## src/rtl/led_drv_pkg.sv

```systemverilog
package led_drv_pkg;

  typedef enum logic [1:0] {
    OM_SERIAL   = 2'b00,
    OM_PARALLEL = 2'b01,
    OM_BICOLOR  = 2'b10,
    OM_DARK     = 2'b11
  } out_mode_e;

  typedef enum logic [1:0] {
    FX_NONE    = 2'b00,
    FX_STRETCH = 2'b01,
    FX_BLINK   = 2'b10,
    FX_ALT     = 2'b11
  } effect_e;

  // Active-high lit state of the activity LED for a given effect.
  function automatic logic act_lit(effect_e fx, logic raw, logic held, logic phase);
    case (fx)
      FX_STRETCH: return held;
      FX_BLINK:   return held & phase;
      default:    return raw;
    endcase
  endfunction

  // Lit state of a bicolor pair, {B, A}.
  function automatic logic [1:0] pair_lit(logic link, logic act, logic phase);
    if (!link)     return 2'b00;
    else if (!act) return 2'b01;
    else           return phase ? 2'b01 : 2'b10;
  endfunction

endpackage

```

## src/rtl/led_stretch.sv

```systemverilog
module led_stretch #(
  parameter int NPORT    = 8,
  parameter int HOLD_CYC = 5000000
) (
  input  logic             clk,
  input  logic             rst,
  input  logic [NPORT-1:0] act_i,
  output logic [NPORT-1:0] held_o
);
  localparam int TW = $clog2(HOLD_CYC + 1);
  localparam logic [TW-1:0] LOAD = TW'(HOLD_CYC);

  for (genvar p = 0; p < NPORT; p++) begin : g_port
    logic [TW-1:0] cnt_q;
    always_ff @(posedge clk) begin
      if (rst)                cnt_q <= '0;
      else if (act_i[p])      cnt_q <= LOAD;
      else if (cnt_q != '0)   cnt_q <= cnt_q - 1'b1;
    end
    assign held_o[p] = act_i[p] | (cnt_q != '0);
  end
endmodule

```

## src/rtl/led_blink_div.sv

```systemverilog
module led_blink_div #(
  parameter int HALF_CYC = 12500000
) (
  input  logic clk,
  input  logic rst,
  output logic phase_o,
  output logic toggle_o
);
  localparam int BW = $clog2(HALF_CYC);
  localparam logic [BW-1:0] LAST = BW'(HALF_CYC - 1);

  logic [BW-1:0] cnt_q;
  logic          phase_q;

  assign toggle_o = (cnt_q == LAST);
  assign phase_o  = phase_q;

  always_ff @(posedge clk) begin
    if (rst) begin
      cnt_q   <= '0;
      phase_q <= 1'b0;
    end else if (toggle_o) begin
      cnt_q   <= '0;
      phase_q <= ~phase_q;
    end else begin
      cnt_q   <= cnt_q + 1'b1;
    end
  end
endmodule

```

## src/rtl/led_serial_tx.sv

```systemverilog
module led_serial_tx #(
  parameter int NBITS    = 32,
  parameter int DIV_LOG2 = 3
) (
  input  logic             clk,
  input  logic             rst,
  input  logic             en_i,
  input  logic [NBITS-1:0] lit_i,
  output logic             sdata_o,
  output logic             sclk_o,
  output logic             strobe_o,
  output logic             fall_o
);
  localparam int SW = $clog2(NBITS + 1);
  localparam logic [SW-1:0] STB_SLOT = SW'(NBITS);

  logic [DIV_LOG2-1:0] div_q;
  logic [SW-1:0]       slot_q;
  logic [NBITS-1:0]    snap_q;
  logic [NBITS-1:0]    shifted;

  assign fall_o   = en_i & (&div_q);
  assign shifted  = snap_q >> slot_q;
  assign sclk_o   = en_i & div_q[DIV_LOG2-1];
  assign strobe_o = en_i & (slot_q == STB_SLOT);
  assign sdata_o  = ~(en_i & (slot_q != STB_SLOT) & shifted[0]);

  always_ff @(posedge clk) begin
    if (rst) begin
      div_q  <= '0;
      slot_q <= '0;
      snap_q <= '0;
    end else if (!en_i) begin
      div_q  <= '0;
      slot_q <= '0;
    end else begin
      div_q <= div_q + 1'b1;
      if (fall_o) begin
        if (slot_q == STB_SLOT) begin
          slot_q <= '0;
          snap_q <= lit_i;
        end else begin
          slot_q <= slot_q + 1'b1;
        end
      end
    end
  end
endmodule

```

## src/rtl/led_status_drv.sv

```systemverilog
module led_status_drv
  import led_drv_pkg::*;
#(
  parameter int NPORT         = 8,
  parameter int HOLD_CYC      = 5000000,
  parameter int BLINK_HALF    = 12500000,
  parameter int SCLK_DIV_LOG2 = 3
) (
  input  logic               clk,
  input  logic               rst,
  input  logic [1:0]         out_mode_i,
  input  logic [1:0]         effect_i,
  input  logic [NPORT-1:0]   link_i,
  input  logic [NPORT-1:0]   act_i,
  input  logic [NPORT-1:0]   speed_i,
  input  logic [NPORT-1:0]   duplex_i,
  output logic               ser_data_o,
  output logic               ser_clk_o,
  output logic               ser_strobe_o,
  output logic [4*NPORT-1:0] par_led_n_o,
  output logic [2*NPORT-1:0] bic_n_o
);
  localparam int NBITS = 4 * NPORT;

  out_mode_e        mode;
  effect_e          fx;
  logic [NPORT-1:0] act_held;
  logic             blink_phase;
  logic             blink_toggle;
  logic             ser_fall;
  logic [NBITS-1:0] lit_vec;
  logic [2*NPORT-1:0] pair_vec;

  assign mode = out_mode_e'(out_mode_i);
  assign fx   = effect_e'(effect_i);

  led_stretch #(.NPORT(NPORT), .HOLD_CYC(HOLD_CYC)) u_stretch (
    .clk(clk), .rst(rst), .act_i(act_i), .held_o(act_held)
  );

  led_blink_div #(.HALF_CYC(BLINK_HALF)) u_blink (
    .clk(clk), .rst(rst), .phase_o(blink_phase), .toggle_o(blink_toggle)
  );

  for (genvar p = 0; p < NPORT; p++) begin : g_port
    logic bic_act;
    assign bic_act = (fx == FX_NONE || fx == FX_ALT) ? act_i[p] : act_held[p];
    assign lit_vec[4*p+0] = link_i[p];
    assign lit_vec[4*p+1] = act_lit(fx, act_i[p], act_held[p], blink_phase);
    assign lit_vec[4*p+2] = speed_i[p];
    assign lit_vec[4*p+3] = duplex_i[p];
    assign pair_vec[2*p +: 2] = pair_lit(link_i[p], bic_act, blink_phase);
  end

  led_serial_tx #(.NBITS(NBITS), .DIV_LOG2(SCLK_DIV_LOG2)) u_ser (
    .clk(clk), .rst(rst), .en_i(mode == OM_SERIAL), .lit_i(lit_vec),
    .sdata_o(ser_data_o), .sclk_o(ser_clk_o), .strobe_o(ser_strobe_o),
    .fall_o(ser_fall)
  );

  assign par_led_n_o = (mode == OM_PARALLEL) ? ~lit_vec  : '1;
  assign bic_n_o     = (mode == OM_BICOLOR)  ? ~pair_vec : '1;
endmodule

```

## config.mk

```make
export PLATFORM = sky130hd
export DESIGN_NAME = led_status_drv
export DESIGN_NICKNAME = d
export VERILOG_FILES = /design/src/rtl/led_drv_pkg.sv /design/src/rtl/led_stretch.sv /design/src/rtl/led_blink_div.sv /design/src/rtl/led_serial_tx.sv /design/src/rtl/led_status_drv.sv
export SDC_FILE = /design/constraint.sdc
export NUM_CORES = 1
export LEC_CHECK = 0
export ABC_AREA = 1
export BUFFER_PORTS_ARGS = -buffer_cell sky130_fd_sc_hd__buf_2
export CAP_MARGIN = 0
export CORE_ASPECT_RATIO = 1.1
export CORE_MARGIN = 2
export CORE_UTILIZATION = 60
export CTS_CLUSTER_DIAMETER = 150
export CTS_CLUSTER_SIZE = 12
export DETAILED_ROUTE_END_ITERATION = 8
export PLACE_DENSITY = 0.79
export SKIP_LAST_GASP = 1
export SYNTH_ARGS = -nofsm -noshare
export SYNTH_HDL_FRONTEND = slang
export SYNTH_SLANG_ARGS = --single-unit
```

## constraint.sdc

```tcl
create_clock -name clk -period 3.6 [get_ports clk]
set_input_delay 0.18 -clock clk [delete_from_list [all_inputs] [get_ports clk]]
set_output_delay 0.18 -clock clk [all_outputs]
set_load 0.02 [all_outputs]
```

==> out/metrics.yaml <==
floorplanning:
  row_count: 58
  start_util_pct: 60.8
  boundaryPins: 89
  core_area_um2: 22800
  dieHeight_um: 163
  die_w_um: 149
  dieArea_um2: 24300
synth:
  synth_cell_type_count: 39
  synth_area_per_cell_um2: 6.44
  syn_inst: 2153
  synth_ff_type: "dfxtp_1"
  ys_seq_elements: 250
  async_reset_ff_share_pct: 0
  yosys_warnings: 0
  netlist.area_leader.share_pct: 36.1
  syn_nets: 2214
  yosys.area.top_type: "dfxtp_1"
  synth_area_um2: 13900
  synth_edf_count: 0
  synthTopCellsByArea: "dfxtp_1 (36%), nor2_1 (14%), nand2_1 (14%)"
  ys_seq_area_share_pct: 36.1
global_routing:
  grt_pass1_vias: 12900
  met3_usage_pct: 2.71
  grtUsageMet2_pct: 50.0
  grtUsageTotal_pct: 27.4
  use_met1_pct: 33.6
  grt-busiest-layer: "met2"
  grt_antenna_before_repair: 0
  overflow: 0
  grt_max_degree: 42
  grt_pass1_wl_mm: 56.7
sta:
  skew_ns: 0.0158
  setup_viol: 0
  tns_ns: 0
  min_period_ns: 2.75
  hold_slack_ns: 0.0210
  fmax_mhz: 363
  drv_slew: 0
  max_slew_margin_pct: 15.4
  hold_viol_final: 0
  period_share_pct: 76.5
  worst_pin_slew_ns: 1.27
  rsz0062_at_grt: "no"
clock_tree:
  max-clock-path-buffers: 3
  htree_levels: 1
  clk_pin_slew_ns: 0.06
  numCtsBuffers: 24
  cts_setup_buffers: 0
  clock_latency_ns: 0.52
  hold_buffers: 28
  cts_tree: "yes"
  ctsRootBufferMaster: "clkbuf_16"
  clkSinkCount: 250
  ctsResizeCount: 0
critical_path:
  worstSetupEndpointType: "flip-flop"
  worstSetupStartpointType: "flip-flop"
  crit_slowest_cell: "dfxtp_1"
  cp.arrival_ns: 3.15
  critPathBufInv: 2
  path_delay_family: "buffers and inverters"
  cp_max_fo: 37
  path_cells: "clkinv_1 > ha_1 > nand4_2 > nor2_4 > nand2_2 > clkinv_2 > o21ai_0 > a21oi_1"
  cp.required_ns: 4.00
  cpPeakStageDelay_ns: 0.53
  critical_path_class: "reg -> reg"
run_status:
  status: "complete, no violations"
routing:
  drc: 0
  final_antenna_net_count: 0
  viasPerCell: 5.36
  vias: 13700
  wl_per_cell_um: 13.3
  drt_iter0_drc: 745
  firstDrtPassIters: 7
  routed_wl_mm: 33.9
power_and_ir_drop:
  switching_power_mw: 2.09
  ir_worst_vdd_v: 0.000387
  p_sw_share_pct: 31.0
  leakage_nw: 6.91
  p_per_area_nw_per_um2: 441
  pwr-share-comb_pct: 21.7
  seq_power_share_pct: 45.1
  power.share.clock_pct: 33.2
  internal_power_mw: 4.67
cells_and_area:
  nets: 2309
  n_fill_cell: 2043
  layout-drive-gt1-share_pct: 7.87
  num_antenna_cells: 0
  areaGrowthSynthToFinish_pct: 10.6
worst_hold_path:
  hold_class: "in -> reg"
placement:
  dp_hpwl_mm: 24.6
  gp_congestion: 0.928
  port_buffers: 88
job:
  maxCapViolCount: 0
power groups by stage:
stage	Sequential [mW]	Combinational (mW)	Clock (mW)
final	3.05	1.46	2.24
after global routing	3.07	1.67	2.41
after CTS	3.05	1.45	2.29
after detailed placement	3.11	1.42	0
after global placement	3.10	1.39	0
after floorplan	3.07	1.14	0
final timing paths:
path	end	slack, ns	from	cells past startpoint
setup / recovery	u_ser.snap_q[25]	0.85	u_ser.slot_q[1]	8
hold reg to reg	u_ser.div_q[0]	0.43	u_ser.div_q[0]	1
setup reg to reg	u_ser.snap_q[25]	0.85	u_ser.slot_q[1]	8
hold / removal	u_ser.snap_q[24]	0.02	link_i[6]	3
layout by cell type, fill, tap and decap left out, types with 2 or more instances in the layout:
cell type,n
xor2_1,38
o21ai_0,40
inv_2,3
nand4_1,51
nand3_1,190
a21oi_1,117
dlygate4sd3_1,28
a21o_1,16
nand3b_1,14
dfxtp_1,250
or2_2,17
nor3_1,10
buf_2,88
buf_4,3
nand3_2,3
o21ai_1,18
nor3_2,2
xnor2_1,52
ha_1,23
and3_1,5
clkbuf_16,25
nand2_2,4
clkinv_1,11
a211oi_1,3
o21bai_1,5
nand2_1,520
inv_1,152
o22ai_1,2
nor2_2,24
nor2_1,524
kinds of logic (layout without fill, tap and decap cells):
group	after synthesis	after routing	share of synthesized area, %
AO/OA/AOI/OAI	203	203	7.82
XOR/XNOR	90	90	5.69
adder cells (fa/ha/maj)	23	23	2.08
buffers and inverters	217	312	6.60
flip-flops	250	250	36.1
AND/OR/NAND/NOR	1370	1370	41.7
worst register-to-register path, delay by kind of cell, from the launching register on:
family	cells	cell delay, ns
flops	1	0.53
simple gates	3	0.54
compound gates	2	0.43
buf+inv	2	0.84
fa+ha+maj	1	0.29
per-stage QoR:
step | instances | utilization (%) | area (um2) | total power, mW | setup WS (ns)
2_1_floorplan | 2153 | - | 13900 | 4.20 | 1.91
3_3_place_gp | 2494 | 63.2 | 14400 | 4.49 | 0.987
3_5_place_dp | 2494 | 63.2 | 14400 | 4.53 | 0.894
4_1_cts | 2548 | 67.3 | 15300 | 6.79 | 0.877
5_1_grt | 2548 | 67.3 | 15300 | 7.14 | 0.523
6_report | 2548 | 67.3 | 15300 | 6.76 | 0.847
cell type report:
| class | instances | area [um2] | area share [%] |
|---|---|---|---|
| inverter | 167 | 628 | 4.10 |
| clock buffer | 26 | 639 | 4.17 |
| tap | 300 | 375 | 2.45 |
| sequential | 250 | 5000 | 32.6 |
| timing repair buffer | 119 | 743 | 4.85 |
| multi-input combinational | 1686 | 7940 | 51.8 |
state kept, by name, indices dropped and copies added, names as in the netlist:
name and cells:
u_stretch.g_port.cnt_q 184, u_ser.snap_q 32, u_blink.cnt_q 24, u_ser.slot_q 6, u_ser.div_q 3, u_blink.phase_o 1
routing by layer:
metal | wire length, um | share of wire (%) | up-vias
li1 | - | - | 7044
met1 | 14600 | 43 | 6265
met2 | 16900 | 50 | 273
met3 | 1320 | 3.9 | 70
met4 | 1020 | 3.0 | 0
met5 | 0 | 0 | -
synth_stat cells, types with 2 or more instances:
cell type	n
nor2_1	525
nand2_1	520
dfxtp_1	250
nand3_1	190
inv_1	152
a21oi_1	117
xnor2_1	52
nand4_1	51
o21ai_0	40
xor2_1	38
clkbuf_1	23
ha_1	23
nor2_2	23
o21ai_1	18
or2_2	17
a21o_1	16
buf_2	16
nand3b_1	14
clkinv_1	11
buf_6	10
nor3_1	10
and3_1	5
o21bai_1	5
nand2_2	4
a211oi_1	3
inv_2	3
nand3_2	3
nor3_2	2
o22ai_1	2
Note: power is estimated with default switching activity, not from simulation.
